File: src/rtl/synth_pkg.sv
`timescale 1ns/1ps
// Package: shared mode codes and reference ratio decode for the synthesizer core.
// Assumes a 3-bit mode and a 3-bit sparse reference code.
package synth_pkg;

    localparam int REF_RATIO_W = 6;

    typedef enum logic [2:0] {
        MODE_DIVTEST = 3'b000,
        MODE_POR     = 3'b001,
        MODE_MUTE    = 3'b010,
        MODE_SINK    = 3'b011,
        MODE_NORMAL  = 3'b100,
        MODE_REFTEST = 3'b101,
        MODE_OFF     = 3'b110,
        MODE_SOURCE  = 3'b111
    } synth_mode_e;

    // Decode the sparse reference code; unsupported codes fall back to 2.
    function automatic logic [REF_RATIO_W-1:0] ref_ratio(input logic [2:0] code);
        case (code)
            3'b000:  ref_ratio = REF_RATIO_W'(2);
            3'b001:  ref_ratio = REF_RATIO_W'(4);
            3'b010:  ref_ratio = REF_RATIO_W'(8);
            3'b101:  ref_ratio = REF_RATIO_W'(16);
            3'b111:  ref_ratio = REF_RATIO_W'(32);
            default: ref_ratio = REF_RATIO_W'(2);
        endcase
    endfunction

    // Flag the three codes that have no ratio assigned.
    function automatic logic ref_code_bad(input logic [2:0] code);
        ref_code_bad = (code == 3'b011) || (code == 3'b100) || (code == 3'b110);
    endfunction

endpackage

File: src/rtl/edge_div.sv
`timescale 1ns/1ps
// Module: edge_div
// Counts tick strobes and emits a one-cycle pulse plus a toggling output
// every 'ratio' ticks. The ratio is captured at reset and again at each
// terminal count, so a change never shortens the interval in progress.
// Assumes ratio >= 2.
module edge_div #(
    parameter int W = 15
) (
    input  logic         clk,
    input  logic         rst_n,
    input  logic         tick,
    input  logic [W-1:0] ratio,
    output logic         pulse,
    output logic         tgl
);

    logic [W-1:0] cnt;
    logic [W-1:0] lim;
    logic         at_end;

    assign at_end = (cnt == lim - 1'b1);

    // Count ticks, wrap at the captured limit and reload the limit there.
    always_ff @(posedge clk) begin
        if (!rst_n) begin
            cnt   <= '0;
            lim   <= ratio;
            pulse <= 1'b0;
            tgl   <= 1'b0;
        end else begin
            pulse <= 1'b0;
            if (tick) begin
                if (at_end) begin
                    cnt   <= '0;
                    lim   <= ratio;
                    pulse <= 1'b1;
                    tgl   <= ~tgl;
                end else begin
                    cnt <= cnt + 1'b1;
                end
            end
        end
    end

endmodule

File: src/rtl/pfd.sv
`timescale 1ns/1ps
// Module: pfd
// Phase/frequency detector: a reference pulse sets 'up', a divider pulse
// sets 'dn'. Once both are set they are held together for DLY cycles and
// then cleared, which keeps short corrections alive near zero phase error.
// Assumes pulses of one input arrive more than DLY+1 cycles apart.
module pfd #(
    parameter int DLY = 2
) (
    input  logic clk,
    input  logic rst_n,
    input  logic ref_p,
    input  logic div_p,
    output logic up,
    output logic dn
);

    localparam int CW = (DLY < 2) ? 1 : $clog2(DLY + 1);

    logic [CW-1:0] ov_cnt;
    logic          both;
    logic          clr;

    assign both = up & dn;
    assign clr  = both && (ov_cnt == CW'(DLY - 1));

    // Set on the pulses; on clear keep only a pulse arriving in that cycle.
    always_ff @(posedge clk) begin
        if (!rst_n) begin
            up <= 1'b0;
            dn <= 1'b0;
        end else if (clr) begin
            up <= ref_p;
            dn <= div_p;
        end else begin
            if (ref_p) up <= 1'b1;
            if (div_p) dn <= 1'b1;
        end
    end

    // Count the cycles both requests have been set together.
    always_ff @(posedge clk) begin
        if (!rst_n) begin
            ov_cnt <= '0;
        end else if (both && !clr) begin
            ov_cnt <= ov_cnt + 1'b1;
        end else begin
            ov_cnt <= '0;
        end
    end

endmodule

File: src/rtl/lock_det.sv
`timescale 1ns/1ps
// Module: lock_det
// Declares lock after CYC comparison intervals in a row where no
// up-only/down-only run exceeds TOL cycles; drops lock on the first run
// that does. Intervals are delimited by the reference pulse.
module lock_det #(
    parameter int TOL = 4,
    parameter int CYC = 16
) (
    input  logic clk,
    input  logic rst_n,
    input  logic ref_p,
    input  logic up,
    input  logic dn,
    output logic lock
);

    localparam int RW = $clog2(TOL + 2);
    localparam int GW = (CYC < 2) ? 1 : $clog2(CYC);

    logic [RW-1:0] run;
    logic [GW-1:0] good;
    logic          bad;
    logic          err;
    logic          viol;

    assign err  = up ^ dn;
    assign viol = err && (run >= RW'(TOL));

    // Length of the current one-sided run, saturating past the tolerance.
    always_ff @(posedge clk) begin
        if (!rst_n) begin
            run <= '0;
        end else if (!err) begin
            run <= '0;
        end else if (run <= RW'(TOL)) begin
            run <= run + 1'b1;
        end
    end

    // Count clean intervals; any violation clears the count and the lock.
    always_ff @(posedge clk) begin
        if (!rst_n) begin
            good <= '0;
            bad  <= 1'b0;
            lock <= 1'b0;
        end else if (viol) begin
            good <= '0;
            lock <= 1'b0;
            bad  <= ~ref_p;
        end else if (ref_p) begin
            bad <= 1'b0;
            if (bad) begin
                good <= '0;
            end else if (good == GW'(CYC - 1)) begin
                lock <= 1'b1;
            end else begin
                good <= good + 1'b1;
            end
        end
    end

endmodule

File: src/rtl/synth_core.sv
`timescale 1ns/1ps
// Module: synth_core
// Digital core of an integer-N synthesizer: reference and main dividers,
// phase/frequency detector, lock detector, charge pump mode overrides and
// the clock output selector. xtal_in and vco_in are taken to be synchronous
// to clk and slower than clk/2; their rising edges are found by sampling.
module synth_core #(
    parameter int N_W      = 15,
    parameter int N_MIN    = 64,
    parameter int RST_DLY  = 2,
    parameter int LOCK_TOL = 4,
    parameter int LOCK_CYC = 16
) (
    input  logic             clk,
    input  logic             rst_n,
    input  logic             xtal_in,
    input  logic             vco_in,
    input  logic [2:0]       mode,
    input  logic [2:0]       ref_sel,
    input  logic [1:0]       cp_sel,
    input  logic [N_W-1:0]   div_word,
    output logic             cp_up,
    output logic             cp_dn,
    output logic [1:0]       cp_cur,
    output logic             tune_hiz,
    output logic             clk_out,
    output logic             lock,
    output logic             ref_err
);
    import synth_pkg::*;

    localparam logic [N_W-1:0] N_FLOOR = N_W'(N_MIN);

    logic [1:0]             in_now;
    logic [1:0]             in_q;
    logic [1:0]             rise;
    logic [REF_RATIO_W-1:0] ref_ratio_w;
    logic [N_W-1:0]         main_ratio;
    logic                   cmp_p;
    logic                   ref_tgl;
    logic                   div_p;
    logic                   div_tgl;
    logic                   pfd_up;
    logic                   pfd_dn;
    logic                   lock_raw;
    synth_mode_e            md;

    assign in_now = {vco_in, xtal_in};
    assign rise   = in_now & ~in_q;

    // Previous samples of both input clocks for rising-edge detection.
    always_ff @(posedge clk) begin
        if (!rst_n) in_q <= 2'b11;
        else        in_q <= in_now;
    end

    assign ref_ratio_w = ref_ratio(ref_sel);
    assign ref_err     = ref_code_bad(ref_sel);
    assign main_ratio  = (div_word < N_FLOOR) ? N_FLOOR : div_word;

    edge_div #(.W(REF_RATIO_W)) u_ref_div (
        .clk   (clk),
        .rst_n (rst_n),
        .tick  (rise[0]),
        .ratio (ref_ratio_w),
        .pulse (cmp_p),
        .tgl   (ref_tgl)
    );

    edge_div #(.W(N_W)) u_main_div (
        .clk   (clk),
        .rst_n (rst_n),
        .tick  (rise[1]),
        .ratio (main_ratio),
        .pulse (div_p),
        .tgl   (div_tgl)
    );

    pfd #(.DLY(RST_DLY)) u_pfd (
        .clk   (clk),
        .rst_n (rst_n),
        .ref_p (cmp_p),
        .div_p (div_p),
        .up    (pfd_up),
        .dn    (pfd_dn)
    );

    lock_det #(.TOL(LOCK_TOL), .CYC(LOCK_CYC)) u_lock (
        .clk   (clk),
        .rst_n (rst_n),
        .ref_p (cmp_p),
        .up    (pfd_up),
        .dn    (pfd_dn),
        .lock  (lock_raw)
    );

    assign md     = synth_mode_e'(mode);
    assign cp_cur = cp_sel;
    assign lock   = lock_raw && (md == MODE_NORMAL);

    // Mode decode: pump overrides, tuning release and clock output choice.
    always_comb begin
        cp_up    = pfd_up;
        cp_dn    = pfd_dn;
        tune_hiz = 1'b0;
        clk_out  = xtal_in;
        case (md)
            MODE_DIVTEST: clk_out = div_tgl;
            MODE_POR: begin
                cp_up    = 1'b0;
                cp_dn    = 1'b1;
                tune_hiz = 1'b1;
            end
            MODE_MUTE:    clk_out = 1'b0;
            MODE_SINK: begin
                cp_up = 1'b0;
                cp_dn = 1'b1;
            end
            MODE_NORMAL:  clk_out = xtal_in;
            MODE_REFTEST: clk_out = ref_tgl;
            MODE_OFF: begin
                cp_up = 1'b0;
                cp_dn = 1'b0;
            end
            MODE_SOURCE: begin
                cp_up = 1'b1;
                cp_dn = 1'b0;
            end
            default: clk_out = xtal_in;
        endcase
    end

endmodule

File: config.mk
export PLATFORM = sky130hd
export DESIGN_NAME = synth_core
export DESIGN_NICKNAME = d
export VERILOG_FILES = /design/src/rtl/synth_pkg.sv /design/src/rtl/edge_div.sv /design/src/rtl/pfd.sv /design/src/rtl/lock_det.sv /design/src/rtl/synth_core.sv
export SDC_FILE = /design/constraint.sdc
export NUM_CORES = 1
export LEC_CHECK = 0
export ABC_AREA = 1
export BUFFER_PORTS_ARGS = -buffer_cell sky130_fd_sc_hd__buf_2
export CAP_MARGIN = 20
export CORE_ASPECT_RATIO = 1.75
export CORE_MARGIN = 2
export CORE_UTILIZATION = 50
export DETAILED_ROUTE_END_ITERATION = 8
export PLACE_DENSITY = 0.69
export SETUP_SLACK_MARGIN = 0.5
export SLEW_MARGIN = 10
export SYNTH_ARGS = -nofsm -noshare
export SYNTH_HDL_FRONTEND = slang
export SYNTH_SLANG_ARGS = --single-unit
File: constraint.sdc
create_clock -name clk -period 4.02 [get_ports clk]
set_input_delay 0.402 -clock clk [delete_from_list [all_inputs] [get_ports clk]]
set_output_delay 0.402 -clock clk [all_outputs]
set_load 0.01 [all_outputs]
==> impl_metrics.env, run 1 <==
export IMPL_dpl_hpwl_microns=5810
export IMPL_cp_max_fo=29
export IMPL_place_worst_setup_slack_ns=1.62
export IMPL_cp_data_arrival_time_ns=2.39
export IMPL_dp_cells=581
export IMPL_powerDensity_nw_per_um2=373
export IMPL_coreArea_sq_um=6760
export IMPL_drtIter0Drc=95
export IMPL_root_buffer="clkbuf_16"
export IMPL_h_tree_depth=3
export IMPL_dr_pass1_iters=6
export IMPL_worstSetupPathType="flop to flop"
export IMPL_async_reset_ff_share_pct=0
export IMPL_synthTopCellsByCount="nand2_1, nor2_1, inv_1"
export IMPL_cts_tree="built"
export IMPL_drive_above_1_share_pct=11.3
export IMPL_slowest_stage="edfxtp_1"
export IMPL_routed_wl_microns=7130
export IMPL_outcome="finished clean"
export IMPL_layout_min_cycle_time_ns=2.40
export IMPL_worstPathCellList="inv_1, ha_1, nand3_2, nor2_2, nand3_1, nand3_1, o21ai_0, nor2_1, nand4_2, nand2_4"
export IMPL_hold_viol_final=0
export IMPL_insertedDiodeCount=0
export IMPL_setup_worst_path_end_class="flop"
export IMPL_wl_per_cell_microns=11.9
export IMPL_min_period_over_period_pct=59.7
export IMPL_drtAntennaViolNets=0
export IMPL_cts_setup_buffers=0
export IMPL_final_net_count=544
export IMPL_num_io_pins=35
export IMPL_maxCapViolCount=0
export IMPL_yosysSeqAreaShare_pct=40.6
export IMPL_initial_utilization_pct=51.0
export IMPL_synth_top_area_cell="dfxtp_1"
export IMPL_vias=2975
export IMPL_clock_latency_ns=0.32
export IMPL_die_height_microns=114
export IMPL_grt_first_pass_wirelength_microns=11800
export IMPL_tightest_slew_ns=0.987
export IMPL_synth_ff_latch_count=60
export IMPL_clk_path_buf_depth=2
export IMPL_setup_tns_ns=0
export IMPL_synthesis_nets=515
export IMPL_cts_hold_buf=0
export IMPL_grt_max_degree=30
export IMPL_antenna_found_initial=0
export IMPL_hold_path_class="input pin to flop"
export IMPL_cp_buffers_inverters=1
export IMPL_track_usage_pct=20.8
export IMPL_die_w_microns=66.8
export IMPL_synth_top_area_share_pct=23.2
export IMPL_max_stage_delay_ns=0.37
export IMPL_port_buffer_count=30
export IMPL_yosys_warnings=0
export IMPL_p_total_mw=1.45
export IMPL_start_kind="flop"
export IMPL_leakagePower_nw=1.73
export IMPL_row_count=40
export IMPL_cts_resized=0
export IMPL_cts_buffers=9
export IMPL_peakVddDrop_mv=0.365
export IMPL_synth_most_common_cell="nand2_1"
export IMPL_critPathMostFrequentCell="nand3_1"
export IMPL_synth_edf_count=20
export IMPL_finalSetupViolCount=0
export IMPL_syn_area_sq_um=3450
export IMPL_slew_violations=0
export IMPL_grt_pass1_vias=2870
export IMPL_synth_flop_cell="dfxtp_1"
export IMPL_synth_area_leaders="dfxtp_1, edfxtp_1, nand2_1, nor2_1, inv_1"
export IMPL_yosysUniqueCellTypes=35
export IMPL_syn_avg_cell_area_sq_um=7.20
export IMPL_gp_congestion=0.865
export IMPL_setup_ws_ns=1.62
export IMPL_syn2layout_area_growth_pct=13.0
export IMPL_grt_overflow_total=0
export IMPL_clock_sinks=60
export IMPL_clk_pin_slew_ns=0.05
export IMPL_whs_ns=0.270
export IMPL_grt_setup_unrepaired="no"
export IMPL_fillerInstances=638
export IMPL_slew_headroom_pct=33.7
export IMPL_die_area_sq_um=7600
export IMPL_synthCells=479
export IMPL_fmax_mhz=416
export IMPL_path_delay_family="simple AND/OR/NAND/NOR gates"
export IMPL_finalClockSkew_ns=0.00679
export IMPL_cp_required_ns=4.01
export IMPL_layout_cells_non_filler=597
export IMPL_viasPerCell=4.98
export IMPL_drcViolationCount=0
## final cells by class
class	count	area, sq um	area share (%)
multi-input cells	328	1690	43.4
flip-flops and latches	60	1400	36.0
inverters	79	297	7.61
clock buffers	13	240	6.16
repair buffers	30	150	3.85
well taps	84	105	2.70
clock inverters	3	13.8	0.353
## placed cells by master, fill, tap and decap left out, types with 3 or more instances in the layout
cell | synthesis | routed
nand2_1 | 112 | 112
nor2_1 | 78 | 78
inv_1 | 77 | 77
dfxtp_1 | 40 | 40
buf_2 | 0 | 30
edfxtp_1 | 20 | 20
xor2_1 | 19 | 19
a21oi_1 | 17 | 17
nand3_1 | 17 | 17
o21ai_0 | 16 | 16
nor3_1 | 12 | 12
xnor2_1 | 10 | 10
ha_1 | 9 | 9
clkbuf_16 | 0 | 9
nand4_1 | 6 | 6
nor2_2 | 5 | 5
nor4_1 | 5 | 5
clkbuf_1 | 9 | 4
nand3b_1 | 3 | 3
## sequential cells by signal, summed over array words and instances, names as in the netlist, 2 cells and up
name / cells
u_ref_div.cnt: 6
u_lock.run: 3
in_q: 2
u_lock.good: 4
u_pfd.ov_cnt: 2
u_ref_div.lim: 5
u_main_div.cnt: 15
u_main_div.lim: 15
## per-layer routing
metal	track usage [%]	vias up	wire [microns]
li1	-	1563	-
met5	0	-	0
met4	14.6	0	407
met1	18.9	1329	2600
met2	38.7	56	3910
met3	4.54	27	207
## metrics by stage
step	cell area [sq um]	util, %
2_1_floorplan	3450	-
3_3_place_gp	3640	53.9
3_5_place_dp	3640	53.9
4_1_cts	3900	57.7
5_1_grt	3900	57.7
6_report	3900	57.7
## where the power goes
part	switching, mW	internal (mW)
Sequential	0.0188	0.649
Combinational	0.0846	0.0504
Clock	0.240	0.411
## cells by family after synthesis
group / share of synthesized area [%]
simple gates: 31.5
buf+inv: 10.3
flops: 40.6
compound gates: 6.24
xor+xnor: 8.02
fa+ha+maj: 3.27
## worst reg2reg max path: stages (launching register included)
cell,delay (ns)
edfxtp_1,0.37
inv_1,0.15
ha_1,0.25
nand3_2,0.16
nor2_2,0.15
nand3_1,0.12
nand3_1,0.12
o21ai_0,0.09
nor2_1,0.16
nand4_2,0.18
nand2_4,0.32
## path summary, 6_finish.rpt
kind | endpoint | cells after the start | startpoint | slack (ns)
hold / removal | u_main_div.lim[14]$_SDFFCE_PN0P_ | 1 | div_word[14] | 0.27
hold reg to reg | u_pfd.ov_cnt[0]$_SDFF_PN0_ | 1 | u_pfd.ov_cnt[0]$_SDFF_PN0_ | 0.43
setup / recovery | u_main_div.lim[10]$_SDFFCE_PN0P_ | 10 | u_main_div.lim[0]$_SDFFCE_PN0P_ | 1.62
setup reg to reg | u_main_div.lim[10]$_SDFFCE_PN0P_ | 10 | u_main_div.lim[0]$_SDFFCE_PN0P_ | 1.62
(Power assumes the default switching activity.)
==> run 2: changes to the inputs <==
--- a/config.mk
+++ b/config.mk
@@ -12,7 +12,7 @@
 export CORE_MARGIN = 2
 export CORE_UTILIZATION = 50
 export DETAILED_ROUTE_END_ITERATION = 8
-export PLACE_DENSITY = 0.69
+export PLACE_DENSITY = 0.72
 export SETUP_SLACK_MARGIN = 0.5
 export SLEW_MARGIN = 10
 export SYNTH_ARGS = -nofsm -noshare
==> constraint.sdc (replaced) <==
create_clock -name clk -period 2.05 [get_ports clk]
set_input_delay 0.205 -clock clk [delete_from_list [all_inputs] [get_ports clk]]
set_output_delay 0.205 -clock clk [all_outputs]
set_load 0.01 [all_outputs]
==> run 2 against run 1 <==
Net effect: the run now ends with negative setup slack left; utilization rose by 13 points; via count up 10%; fmax is 5.6% higher; flip-flop and latch count unchanged; cell area is 22% higher; non-clock buffer count is 60 higher; register-to-register slack worse by 1.8 ns; first-iteration DRC count grew 11%; die area is the same; final cell count is 11% higher; global-route usage up 3.1 points; hold slack worse by 0.21 ns; critical path type unchanged; largest cell class unchanged; highest routed layer unchanged.
==> impl_metrics.env, run 2 (synthesis results as in run 1) <==
export IMPL_top_layer="met4"
export IMPL_setup_ws_ns=-0.224
export IMPL_p_int_mw=2.56
export IMPL_gp_congestion=0.867
export IMPL_cp_max_fo=5
export IMPL_grt_pass1_vias=3186
export IMPL_whs_ns=0.0608
export IMPL_regArea_sq_um=1400
export IMPL_cp_data_arrival_time_ns=2.31
export IMPL_layout_min_cycle_time_ns=2.27
export IMPL_min_from="div_word[12]"
export IMPL_cts_tree="built"
export IMPL_p_comb_share_pct=12.7
export IMPL_min_period_over_period_pct=111
export IMPL_clk_pin_slew_ns=0.05
export IMPL_violations="negative setup slack"
export IMPL_clock_latency_ns=0.34
export IMPL_cp_required_ns=2.09
export IMPL_tightest_slew_ns=0.539
export IMPL_drtAntennaViolNets=0
export IMPL_p_clk_share_pct=48.2
export IMPL_port_buffer_count=30
export IMPL_grt_setup_unrepaired="yes"
export IMPL_reg_top3="u_main_div.cnt (15), u_main_div.lim (15), u_ref_div.cnt (6)"
export IMPL_drcViolationCount=0
export IMPL_slew_headroom_pct=63.7
export IMPL_start_kind="flop"
export IMPL_maxCapViolCount=0
export IMPL_row_count=40
export IMPL_peakVddDrop_mv=0.546
export IMPL_vias=3276
export IMPL_grt_overflow_total=0
export IMPL_viasPerCell=4.96
export IMPL_fmax_mhz=440
export IMPL_grt_max_degree=12
export IMPL_fin_area_sq_um=4750
export IMPL_final_net_count=607
export IMPL_routed_wl_microns=8550
export IMPL_die_height_microns=114
export IMPL_final_cell_mix="nand2_1, inv_1, nor2_1"
export IMPL_met2_length_microns=4860
export IMPL_outcome="finished, violations left"
export IMPL_h_tree_depth=3
export IMPL_setup_worst_path_end_class="flop"
export IMPL_antenna_found_initial=0
export IMPL_placed_cell_area_sq_um=3940
export IMPL_multi_input_area_sq_um=1980
export IMPL_dr_pass1_iters=4
export IMPL_drtIter0Drc=105
export IMPL_clk_path_buf_depth=2
export IMPL_num_io_pins=35
export IMPL_reg2reg_slack_ns=-0.22
export IMPL_coreArea_sq_um=6760
export IMPL_p_seq_share_pct=39.2
export IMPL_drive_above_1_share_pct=31.4
export IMPL_wl_per_cell_microns=13.0
export IMPL_finalClockSkew_ns=0.00551
export IMPL_finalSetupViolCount=32
export IMPL_leakagePower_nw=2.08
export IMPL_cts_buffers=9
export IMPL_worstSetupPathType="flop to flop"
export IMPL_die_area_sq_um=7600
export IMPL_met1_length_microns=2980
export IMPL_clock_sinks=60
export IMPL_powerDensity_nw_per_um2=701
export IMPL_reg2reg_depth=12
export IMPL_final_common_cell="nand2_1"
export IMPL_initial_utilization_pct=51.0
export IMPL_hold_end="u_main_div.lim[12]$_SDFFCE_PN0P_"
export IMPL_fillerInstances=549
export IMPL_fin_util_pct=70.3
export IMPL_root_buffer="clkbuf_16"
export IMPL_track_usage_pct=23.9
export IMPL_slew_violations=0
export IMPL_hold_viol_final=0
export IMPL_cts_hold_buf=0
export IMPL_grt_first_pass_wirelength_microns=13400
export IMPL_swShare_pct=23.1
export IMPL_worstReg2RegStart="u_main_div.lim[0]$_SDFFCE_PN0P_"
export IMPL_insertedDiodeCount=0
export IMPL_hold_path_class="input pin to flop"
export IMPL_syn2layout_area_growth_pct=37.7
export IMPL_r2r_end="u_main_div.lim[6]$_SDFFCE_PN1P_"
export IMPL_wl_met3_microns=258
export IMPL_net_switching_power_mw=0.768
export IMPL_dpl_hpwl_microns=5830
export IMPL_die_w_microns=66.8
export IMPL_hold_path_depth=1
-- run 2: cell types whose count changed in the layout (fill, tap and decap cells not counted), moves of 9 or more --
cell     before  now
buf_6         0   10
nor2_2        5   20
buf_4         0   50
nand2_2       1   13
nor2_1       78   54
nand2_1     112   99
nor2_4        2   11
-- run 2: what timing repair did --
action / 4_1_cts / 5_1_grt
cloned: 3 / 0
endpoints found under the hold margin: 0 / 0
setup buffers: 14 / 9
gates resized for setup: 37 / 42
endpoints found under the setup margin: 44 / 47
pin swaps: 33 / 20
-- run 2: critical path: stages, from the launching register on --
cell and delay (ns):
edfxtp_1 0.40, inv_2 0.10, ha_4 0.16, nand3_4 0.12, nor2_4 0.18, nand3_2 0.08
nand2_2 0.07, inv_1 0.06, nor2_2 0.13, nand2_2 0.09, nor2_4 0.14, nand4_4 0.23
nand2_4 0.21
-- run 2: power groups by stage --
stage / Combinational, mW / Sequential [mW] / Clock (mW)
after global routing: 0.470 / 1.31 / 1.68
after detailed placement: 0.321 / 1.32 / 0
after floorplan: 0.205 / 1.32 / 0
after CTS: 0.379 / 1.30 / 1.63
final: 0.421 / 1.30 / 1.60
after global placement: 0.314 / 1.32 / 0
-- run 2: cell type report --
cell class,count,area share (%)
timing repair buffer,90,13.4
multi-input combinational,331,41.8
sequential,60,29.5
clock buffer,12,5.19
tap,84,2.21
inverter,79,6.33
clock inverter,4,1.53
-- run 2: stage by stage --
stage / power, mW / instances / TNS (ns) / setup WS (ns)
after floorplan: 1.52 / 479 / -0.275 / -0.0183
after global placement: 1.64 / 618 / -3.14 / -0.146
after detailed placement: 1.65 / 618 / -5.35 / -0.228
after CTS: 3.31 / 651 / -2.01 / -0.109
after global routing: 3.46 / 660 / -9.89 / -0.346
final: 3.33 / 660 / -5.71 / -0.224
-- run 2: worst max-delay path by stage --
stage,startpoint,end,slack (ns),cells after the start
2_1_floorplan,u_main_div.lim[1]$_SDFFCE_PN0P_,u_main_div.lim[0]$_SDFFCE_PN0P_,-0.02,15
3_3_place_gp,u_main_div.lim[0]$_SDFFCE_PN0P_,u_main_div.cnt[14]$_SDFFE_PN0P_,-0.15,12
3_5_place_dp,u_main_div.lim[0]$_SDFFCE_PN0P_,u_main_div.cnt[12]$_SDFFE_PN0P_,-0.23,12
4_1_cts,u_main_div.lim[1]$_SDFFCE_PN0P_,u_main_div.lim[4]$_SDFFCE_PN0P_,-0.11,13
5_1_grt,u_main_div.lim[0]$_SDFFCE_PN0P_,u_main_div.lim[2]$_SDFFCE_PN0P_,-0.35,12
6_report,u_main_div.lim[0]$_SDFFCE_PN0P_,u_main_div.lim[6]$_SDFFCE_PN1P_,-0.22,12
-- run 2: layer usage --
layer	vias to the layer above	track usage [%]
met5	-	0
met4	0	16.2
met3	29	6.31
met2	58	44.9
met1	1502	20.8
li1	1687	-
